### src/rtl/lp_pkg.sv
package lp_pkg;
  localparam int NUM_MODES = 5;
  localparam int NUM_CNT   = 4;

  typedef enum logic [2:0] {
    LPM_NONE = 3'd0,
    LPM_PD   = 3'd1,
    LPM_PDG  = 3'd2,
    LPM_SR   = 3'd3,
    LPM_SRG  = 3'd4,
    LPM_SRFG = 3'd5
  } lpm_t;

  typedef enum logic [2:0] {
    ST_RUN,
    ST_GMEM,
    ST_GCTL,
    ST_LOW,
    ST_RMEM,
    ST_RCKE,
    ST_WAIT
  } st_t;

  function automatic logic mode_gates_mem(lpm_t m, logic mob);
    return (m == LPM_PDG && mob) || m == LPM_SRG || m == LPM_SRFG;
  endfunction

  function automatic logic mode_gates_ctl(lpm_t m);
    return m == LPM_SRFG;
  endfunction

  function automatic logic mode_is_sr(lpm_t m);
    return m == LPM_SR || m == LPM_SRG || m == LPM_SRFG;
  endfunction
endpackage

### src/rtl/lp_idle_timers.sv
module lp_idle_timers
  import lp_pkg::*;
#(
  parameter int CNT_W = 16
) (
  input  logic                     clk,
  input  logic                     rst,
  input  logic                     run,
  input  logic [NUM_CNT*CNT_W-1:0] thr,
  output logic [NUM_CNT-1:0]       expired
);
  for (genvar k = 0; k < NUM_CNT; k++) begin : g_cnt
    logic [CNT_W-1:0] cnt;
    logic [CNT_W-1:0] lim;
    assign lim = thr[k*CNT_W +: CNT_W];

    always_ff @(posedge clk) begin
      if (rst || !run) begin
        cnt <= '0;
      end else if (cnt < lim) begin
        cnt <= cnt + 1'b1;
      end
    end

    assign expired[k] = (lim != '0) && (cnt >= lim);
  end
endmodule

### src/rtl/lp_mode_pick.sv
module lp_mode_pick
  import lp_pkg::*;
(
  input  logic [NUM_MODES-1:0] en,
  input  logic [NUM_MODES-1:0] auto_sel,
  input  logic [NUM_CNT-1:0]   expired,
  input  logic                 idle,
  input  logic                 req,
  input  logic                 burst_done,
  output logic                 go,
  output lpm_t                 pick,
  output logic                 pick_auto
);
  logic [NUM_MODES-1:0] auto_ok;
  logic [NUM_MODES-1:0] auto_hit;
  logic [NUM_MODES-1:0] man_hit;
  logic [NUM_MODES-1:0] hit;
  logic                 quiet;

  assign auto_ok = en & auto_sel;
  assign quiet   = idle && !req;

  always_comb begin
    auto_hit    = '0;
    auto_hit[0] = expired[0] && auto_ok[0] && !auto_ok[1] && quiet;
    auto_hit[1] = expired[0] && auto_ok[1] && quiet;
    for (int i = 2; i < NUM_MODES; i++) begin
      auto_hit[i] = expired[i-1] && auto_ok[i] && quiet;
    end
  end

  assign man_hit = en & ~auto_sel & {NUM_MODES{burst_done && !req}};
  assign hit     = auto_hit | man_hit;
  assign go      = |hit;

  always_comb begin
    pick      = LPM_NONE;
    pick_auto = 1'b0;
    for (int i = 0; i < NUM_MODES; i++) begin
      if (hit[i]) begin
        pick      = lpm_t'(3'(i + 1));
        pick_auto = auto_hit[i];
      end
    end
  end
endmodule

### src/rtl/lp_step_fsm.sv
module lp_step_fsm
  import lp_pkg::*;
#(
  parameter int EXIT_W = 8
) (
  input  logic                 clk,
  input  logic                 rst,
  input  logic                 go,
  input  lpm_t                 pick,
  input  logic                 pick_auto,
  input  logic                 mobile,
  input  logic                 idle,
  input  logic                 req,
  input  logic [NUM_MODES-1:0] en,
  input  logic [EXIT_W-1:0]    exit_wait,
  output logic                 cke,
  output logic                 mem_clk_en,
  output logic                 ctl_clk_en,
  output logic                 dll_keep,
  output logic                 ref_inhibit,
  output lpm_t                 cur_mode,
  output logic                 ready
);
  st_t              st;
  logic             auto_q;
  logic             gmem_q;
  logic             gctl_q;
  logic [EXIT_W-1:0] wcnt;
  logic             en_cur;
  logic             leave;

  always_comb begin
    en_cur = 1'b0;
    for (int i = 0; i < NUM_MODES; i++) begin
      if (cur_mode == lpm_t'(3'(i + 1))) en_cur = en[i];
    end
  end

  assign leave = req || !en_cur || (auto_q && !idle);

  always_ff @(posedge clk) begin
    if (rst) begin
      st          <= ST_RUN;
      cke         <= 1'b1;
      mem_clk_en  <= 1'b1;
      ctl_clk_en  <= 1'b1;
      dll_keep    <= 1'b0;
      ref_inhibit <= 1'b0;
      cur_mode    <= LPM_NONE;
      ready       <= 1'b1;
      auto_q      <= 1'b0;
      gmem_q      <= 1'b0;
      gctl_q      <= 1'b0;
      wcnt        <= '0;
    end else begin
      case (st)
        ST_RUN: begin
          if (go) begin
            cke         <= 1'b0;
            ready       <= 1'b0;
            cur_mode    <= pick;
            auto_q      <= pick_auto;
            ref_inhibit <= mode_is_sr(pick);
            gmem_q      <= mode_gates_mem(pick, mobile);
            gctl_q      <= mode_gates_ctl(pick);
            st          <= mode_gates_mem(pick, mobile) ? ST_GMEM : ST_LOW;
          end
        end
        ST_GMEM: begin
          mem_clk_en <= 1'b0;
          st         <= gctl_q ? ST_GCTL : ST_LOW;
        end
        ST_GCTL: begin
          ctl_clk_en <= 1'b0;
          dll_keep   <= 1'b1;
          st         <= ST_LOW;
        end
        ST_LOW: begin
          if (leave) begin
            if (gctl_q) begin
              ctl_clk_en <= 1'b1;
              dll_keep   <= 1'b0;
              st         <= ST_RMEM;
            end else if (gmem_q) begin
              mem_clk_en <= 1'b1;
              st         <= ST_RCKE;
            end else begin
              cke         <= 1'b1;
              ref_inhibit <= 1'b0;
              wcnt        <= '0;
              st          <= ST_WAIT;
            end
          end
        end
        ST_RMEM: begin
          mem_clk_en <= 1'b1;
          st         <= ST_RCKE;
        end
        ST_RCKE: begin
          cke         <= 1'b1;
          ref_inhibit <= 1'b0;
          wcnt        <= '0;
          st          <= ST_WAIT;
        end
        ST_WAIT: begin
          if (wcnt == exit_wait) begin
            ready    <= 1'b1;
            cur_mode <= LPM_NONE;
            auto_q   <= 1'b0;
            st       <= ST_RUN;
          end else begin
            wcnt <= wcnt + 1'b1;
          end
        end
        default: st <= ST_RUN;
      endcase
    end
  end
endmodule

### src/rtl/lp_seq.sv
module lp_seq
  import lp_pkg::*;
#(
  parameter int CNT_W  = 16,
  parameter int EXIT_W = 8
) (
  input  logic                     clk,
  input  logic                     rst,
  input  logic [NUM_MODES-1:0]     mode_en,
  input  logic [NUM_MODES-1:0]     mode_auto,
  input  logic                     mobile,
  input  logic                     idle,
  input  logic                     burst_done,
  input  logic                     req_pending,
  input  logic [NUM_CNT*CNT_W-1:0] idle_thr,
  input  logic [EXIT_W-1:0]        exit_wait,
  output logic                     cke,
  output logic                     mem_clk_en,
  output logic                     ctl_clk_en,
  output logic                     dll_keep,
  output logic                     ref_inhibit,
  output logic [2:0]               cur_mode,
  output logic                     ready
);
  logic               run;
  logic [NUM_CNT-1:0] expired;
  logic               go;
  lpm_t               pick;
  logic               pick_auto;
  lpm_t               mode_q;

  assign run      = ready && idle && !req_pending;
  assign cur_mode = mode_q;

  lp_idle_timers #(.CNT_W(CNT_W)) u_timers (
    .clk     (clk),
    .rst     (rst),
    .run     (run),
    .thr     (idle_thr),
    .expired (expired)
  );

  lp_mode_pick u_pick (
    .en         (mode_en),
    .auto_sel   (mode_auto),
    .expired    (expired),
    .idle       (idle),
    .req        (req_pending),
    .burst_done (burst_done),
    .go         (go),
    .pick       (pick),
    .pick_auto  (pick_auto)
  );

  lp_step_fsm #(.EXIT_W(EXIT_W)) u_fsm (
    .clk         (clk),
    .rst         (rst),
    .go          (go),
    .pick        (pick),
    .pick_auto   (pick_auto),
    .mobile      (mobile),
    .idle        (idle),
    .req         (req_pending),
    .en          (mode_en),
    .exit_wait   (exit_wait),
    .cke         (cke),
    .mem_clk_en  (mem_clk_en),
    .ctl_clk_en  (ctl_clk_en),
    .dll_keep    (dll_keep),
    .ref_inhibit (ref_inhibit),
    .cur_mode    (mode_q),
    .ready       (ready)
  );
endmodule

### config.mk
export PLATFORM = sky130hd
export DESIGN_NAME = lp_seq
export DESIGN_NICKNAME = d
export VERILOG_FILES = /design/src/rtl/lp_pkg.sv /design/src/rtl/lp_idle_timers.sv /design/src/rtl/lp_mode_pick.sv /design/src/rtl/lp_step_fsm.sv /design/src/rtl/lp_seq.sv
export SDC_FILE = /design/constraint.sdc
export NUM_CORES = 1
export LEC_CHECK = 0
export BUFFER_PORTS_ARGS = -buffer_cell sky130_fd_sc_hd__buf_2
export CAP_MARGIN = 0
export CORE_ASPECT_RATIO = 1.5
export CORE_MARGIN = 5
export CORE_UTILIZATION = 40
export CTS_CLUSTER_DIAMETER = 150
export CTS_CLUSTER_SIZE = 10
export DETAILED_ROUTE_END_ITERATION = 10
export PLACE_DENSITY = 0.68
export SLEW_MARGIN = 15
export SYNTH_ARGS = -nofsm -noshare
export SYNTH_HDL_FRONTEND = slang
export SYNTH_SLANG_ARGS = --single-unit
### constraint.sdc
create_clock -name clk -period 6.3 [get_ports clk]
set_input_delay 0.945 -clock clk [delete_from_list [all_inputs] [get_ports clk]]
set_output_delay 0.945 -clock clk [all_outputs]
set_load 0.01 [all_outputs]
After elaboration in Yosys (flattened, before gate mapping):

Cells that the tools add are included.

* register bits after elaboration: 87
* latch bits: 0
* bits in writable memories: 0
* bits in read-only memories: 0
* bits of input ports: 88
* output and inout port bits: 9
* word-level logic and storage cells: 164
* memories kept: 0

* $add $sub $neg: 5
* multiply operators: 0
* div/mod/pow operators: 0
* $lt $le $gt $ge: 8
* eq/ne operators: 24
* shift-type cells: 0
* muxes and demuxes: 55
* bitwise logic cells: 5
* reductions and logical operators: 51

Operators by type and width (count)
* $add A16 B1 Y16 const B: 4
* $ge A16 B16 Y1: 4
* $lt A16 B16 Y1: 4
* $reduce_bool A16 Y1: 4
* $mux W8: 4
* $mux W1: 30
* $pmux W8 S3: 1
* $eq A3 B3 Y1 const B: 7
* $logic_and A1 B1 Y1: 21
* $mux W3: 7
* $pmux W3 S7: 1
* $eq A3 B2 Y1 const B: 6
* $and A5 B5 Y5: 3
* $reduce_and A5 Y1: 2
* $pmux W1 S3: 3
* $reduce_and A3 Y1: 3
* $reduce_bool A3 Y1: 3
* $add A8 B1 Y8 const B: 1
* $eq A8 B8 Y1: 1
* $mux W2: 4
* $ne A2 B1 Y1 const B: 4
* $ne A2 B2 Y1 const B: 4
* $pmux W1 S2: 4
* $logic_or A1 B1 Y1: 7
* 10 further kinds: 16

Logic depth before layout (Yosys ltp):

* word-level depth: 18
* mapped depth: 11
* mapped depth without buffers: 10

By module:

A second synthesis with hierarchy kept.

* cells, all modules: 823
* area total of the unflattened synthesis: 6521.3 um^2

Modules (own cells, without submodules)
* lp_idle_timers: times used 1, cells an instance 626, area an instance 4868.4 um^2, sequential area each 1281.2 um^2
* lp_step_fsm: times used 1, cells an instance 151, area an instance 1365.1 um^2, sequential area each 460.4 um^2
* lp_mode_pick: times used 1, cells an instance 45, area an instance 279.0 um^2, sequential area each 0.0 um^2
* lp_seq: times used 1, cells an instance 1, area an instance 8.8 um^2, sequential area each 0.0 um^2

Least setup slack after synthesis:

No wires, ideal clock.

* path type: input to register
* from: in idle_thr[30]
* to: reg u_fsm.cur_mode[1]
* data arrival time: 3.237 ns
* setup slack: 2.992 ns
* cell stages on the path: 10
* cell sequence: inv_1 > ha_1 > nand4_2 > nor4_2 > or4b_1 > a31oi_2 > or2_4 > o31ai_2 > or4_1 > a21oi_1

* longest elaborated chain between the ends: 10
* elaborated cells between the ends (all ways): 14
* those cells by class: order compare (1); eq/ne (1); mux (5); bitwise (1); reduce/logical (6)

Ends and longest elaborated chain
* from (decl): line lp_seq.sv:15 `input logic [NUM_CNT*CNT_W-1:0] idle_thr,`
* $ge A16 B16 Y1 / $reduce_bool A16 Y1 (equally long branches): line lp_idle_timers.sv:25 `assign expired[k] = (lim != '0) && (cnt >= lim);`
* $logic_and A1 B1 Y1 *: line lp_idle_timers.sv:25
* $logic_and A1 B1 Y1 * (2 in a row): line lp_mode_pick.sv:28 `auto_hit[i] = expired[i-1] && auto_ok[i] && quiet;`
* $or A5 B5 Y5 *: line lp_mode_pick.sv:33 `assign hit = auto_hit | man_hit;`
* $mux W2: line lp_mode_pick.sv:40 `if (hit[i]) begin`
* $mux W3 (2 in a row): line lp_mode_pick.sv:40
* $mux W3: line lp_step_fsm.sv:58 `if (go) begin`
* $pmux W3 S2: line lp_step_fsm.sv:56 `case (st)`
* to (signal assigned): line lp_step_fsm.sv:61 `cur_mode <= pick;`
* to (decl): line lp_step_fsm.sv:21 `output lpm_t cur_mode,`

Every way passes the cells marked *; elsewhere a longest branch is shown, timed or not. The select of a mux whose other input is x is not followed.
A chain may end at the register's enable or synchronous reset.

Worst setup path after layout:

* from: in idle_thr[14]
* to: reg u_fsm.cur_mode[1]

* longest elaborated chain between the ends: 11
* elaborated cells between the ends (all ways): 18
* those cells by class: order compare (1); eq/ne (1); mux (6); bitwise (1); reduce/logical (9)

Ends and longest elaborated chain
* $ge A16 B16 Y1 / $reduce_bool A16 Y1 (equally long branches): line lp_idle_timers.sv:25
* $logic_and A1 B1 Y1 *: line lp_idle_timers.sv:25
* $logic_and A1 B1 Y1 (2 in a row): line lp_mode_pick.sv:26 `auto_hit[1] = expired[0] && auto_ok[1] && quiet;`
* $or A5 B5 Y5 *: line lp_mode_pick.sv:33
* $mux W2 (2 in a row): line lp_mode_pick.sv:40
* $mux W3 (2 in a row): line lp_mode_pick.sv:40
* $mux W3: line lp_step_fsm.sv:58
* $pmux W3 S2: line lp_step_fsm.sv:56

Marks and branches as above.

==> metrics <==
IO buf count=96; Hold Crit Class=reg -> reg; die width=110 um; DP Area=0.00663 mm^2; Finished Layout Cells=1060; layout cells sized above 1=14.1%; Core Rows=54; headroom to the max-slew limit=37.9%; mapped cell area=0.00596 mm^2; Worst Path Arrival=3.68 ns; Final Hold Fails=0; ANT nets after route=0; Global Route Usage Sum=16.6%; post-synthesis sequential area ratio=29.2%; syn_nets=924; PD cells=184 mW/mm^2; clk buf depth=2; DR vias=5533; Post-synth EDFFs=0; maximum VDD drop=0.107 mV; H-tree depth=3; setup tns final=0 ns; final instance area=0.00691 mm^2; io pins=97; Worst-Margin Slew=0.929 ns; clock net sink count=87; total power draw=1.27 mW; DRT iter0 DRCs=179; post-synth cell types=55; clock-pin slew on the worst setup and hold paths=0.06 ns; drt first pass iters=6; Residual DRC=0; CTS Buf Count=9; crit path kind=in -> reg; most frequent cells in the layout=96 x buf_2, 87 x dfxtp_1, 83 x inv_1, 83 x nor2_1, 69 x ha_1; max-slew violations=0; Final min period=3.40 ns; final wirelength=14.3 mm; Initial Util=40.8%; CTS tree=yes; Layout fillers=1513; Synth Register Bits=87; Hold-fix buffers, CTS=0; worst skew pair latency=0.34 ns; clk_skew=0.00917 ns; final layout net count=1016; Max Fclk=294 MHz; fraction of registers with async set/reset=0%; routed length per placed instance=13.5 um; Root Driver=clkbuf_16; max-cap viol count=0; postcts setup bufs=0; Die Footprint=0.0175 mm^2; status=finished, final reports clean; Req. time, crit path=6.58 ns; Lkg Pwr=2.99 nW; Placer Congestion=0.855; Avg Cell Area, Syn=7.77 um^2; Post-Synthesis Cells=767; Max FO, Critical Path=6; post-CTS resize count=0; CORE AREA=0.0146 mm^2; Setup crit end kind=flip-flop; largest net degree at the start of global routing=65; Inst Count DP=1044; Finish-stage setup viols=0; most common cell after layout, fill and taps aside=buf_2; period utilization=54.0%; initial antenna violation count=0; Area growth syn-to-layout=15.9%; first-pass GRT wire length=23.6 mm; gr ovfl total=0; Die H=159 um; vias in the first global route=5361; via/cell ratio=5.22; crit path launch type=input pin; RSZ-0062 raised after global routing=false; Final Core Density=47.3%; top_reg_cell synth=dfxtp_1; number of synthesis warnings=0; ant diodes=0; HPWL Detailed=11.4 mm
-- kinds of logic after synthesis --
family                   share of synthesized area [%]
multiplexers                                     0.672
AO/OA/AOI/OAI                                     14.9
adder cells (fa/ha/maj)                           14.5
AND/OR/NAND/NOR                                   25.8
flip-flops                                        29.2
XOR/XNOR                                          8.67
buffers and inverters                             6.26
-- final timing paths --
| path | depth (start not counted) | start | slack (ns) | end |
|---|---|---|---|---|
| worst max-delay path | 11 | idle_thr[14] | 2.90 | u_fsm.cur_mode[1] |
| worst min-delay path | 1 | u_fsm.dll_keep | 0.46 | u_fsm.dll_keep |
| worst max register to register | 9 | u_timers.g_cnt[0].cnt[14] | 3.27 | u_fsm.cur_mode[1] |
| worst min register to register | 1 | u_fsm.dll_keep | 0.46 | u_fsm.dll_keep |
-- metrics by stage --
step / setup WS [ns] / hold slack (ns)
after floorplan: 2.99 / 0.470
after global placement: 2.59 / 0.446
after detailed placement: 2.55 / 0.448
after CTS: 2.89 / 0.462
after global routing: 2.63 / 0.478
final: 2.90 / 0.459
-- layout make-up --
cell class                      count  area (um^2)  area share (%)
Clock inverter                      6         46.3           0.670
Timing Repair Buffer               97          488            7.07
Sequential cell                    87         1740            25.2
Inverter                           83          312            4.51
Tap cell                          196          245            3.55
Clock buffer                       10          229            3.32
Multi-Input combinational cell    581         3840            55.7
-- sequential cells by signal, summed over array words and instances (netlist names) --
signal,cells
u_fsm.auto_q,1
u_fsm.cke,1
u_fsm.ctl_clk_en,1
u_fsm.cur_mode,3
u_fsm.dll_keep,1
u_fsm.gctl_q,1
u_fsm.gmem_q,1
u_fsm.mem_clk_en,1
u_fsm.ready,1
u_fsm.ref_inhibit,1
u_fsm.st,3
u_fsm.wcnt,8
u_timers.g_cnt.cnt,64
-- critical path, cell delays in order --
cell and delay, ns:
buf_2 0.09, inv_1 0.04, ha_1 0.31, nand4_1 0.16, nor4_1 0.44, o2111ai_1 0.17
a31oi_1 0.52, a21o_1 0.27, o31ai_2 0.12, or4_1 0.49, a21oi_1 0.14
-- routing by layer --
metal | global-route usage [%] | vias to the layer above | wire length (um)
met3 | 2.27 | 20 | 504
li1 | - | 2887 | -
met4 | 5.96 | 0 | 246
met5 | 0 | - | 0
met1 | 18.8 | 2528 | 5930
met2 | 30.7 | 98 | 7580
-- cell usage after synthesis, types with 2 or more instances --
master | count | area (um^2)
a21oi_1 | 52 | 260
nor3_1 | 20 | 100
or3_1 | 17 | 106
clkbuf_1 | 13 | 48.8
and2_1 | 4 | 25.0
xor2_1 | 32 | 280
o31ai_1 | 5 | 37.5
dfxtp_1 | 87 | 1740
nor3b_1 | 4 | 30.0
ha_1 | 69 | 863
xnor2_1 | 27 | 236
a211oi_1 | 6 | 45.0
nand3b_1 | 2 | 15.0
o21a_1 | 7 | 52.6
a221oi_1 | 3 | 26.3
nand4_1 | 35 | 219
inv_1 | 83 | 312
buf_1 | 2 | 7.51
nand3_1 | 20 | 100
or2_2 | 3 | 18.8
mux2i_1 | 4 | 40.0
a21o_1 | 6 | 45.0
a41oi_1 | 3 | 26.3
and3_1 | 11 | 68.8
nor2b_1 | 6 | 37.5
nand2b_1 | 6 | 37.5
o2111ai_1 | 3 | 26.3
nor2_1 | 83 | 312
nor4_1 | 25 | 156
o21ai_0 | 39 | 195
a211o_1 | 4 | 35.0
a31oi_1 | 2 | 12.5
nand2_1 | 62 | 233
-- power breakdown --
part	leakage, nW	internal, mW	switching, mW	total, mW
clock network	0.129	0.269	0.225	0.494
registers	0.703	0.569	0.0240	0.593
logic	2.16	0.0803	0.106	0.187
total	2.99	0.918	0.355	1.27
Power figures use the tool's default switching activity.
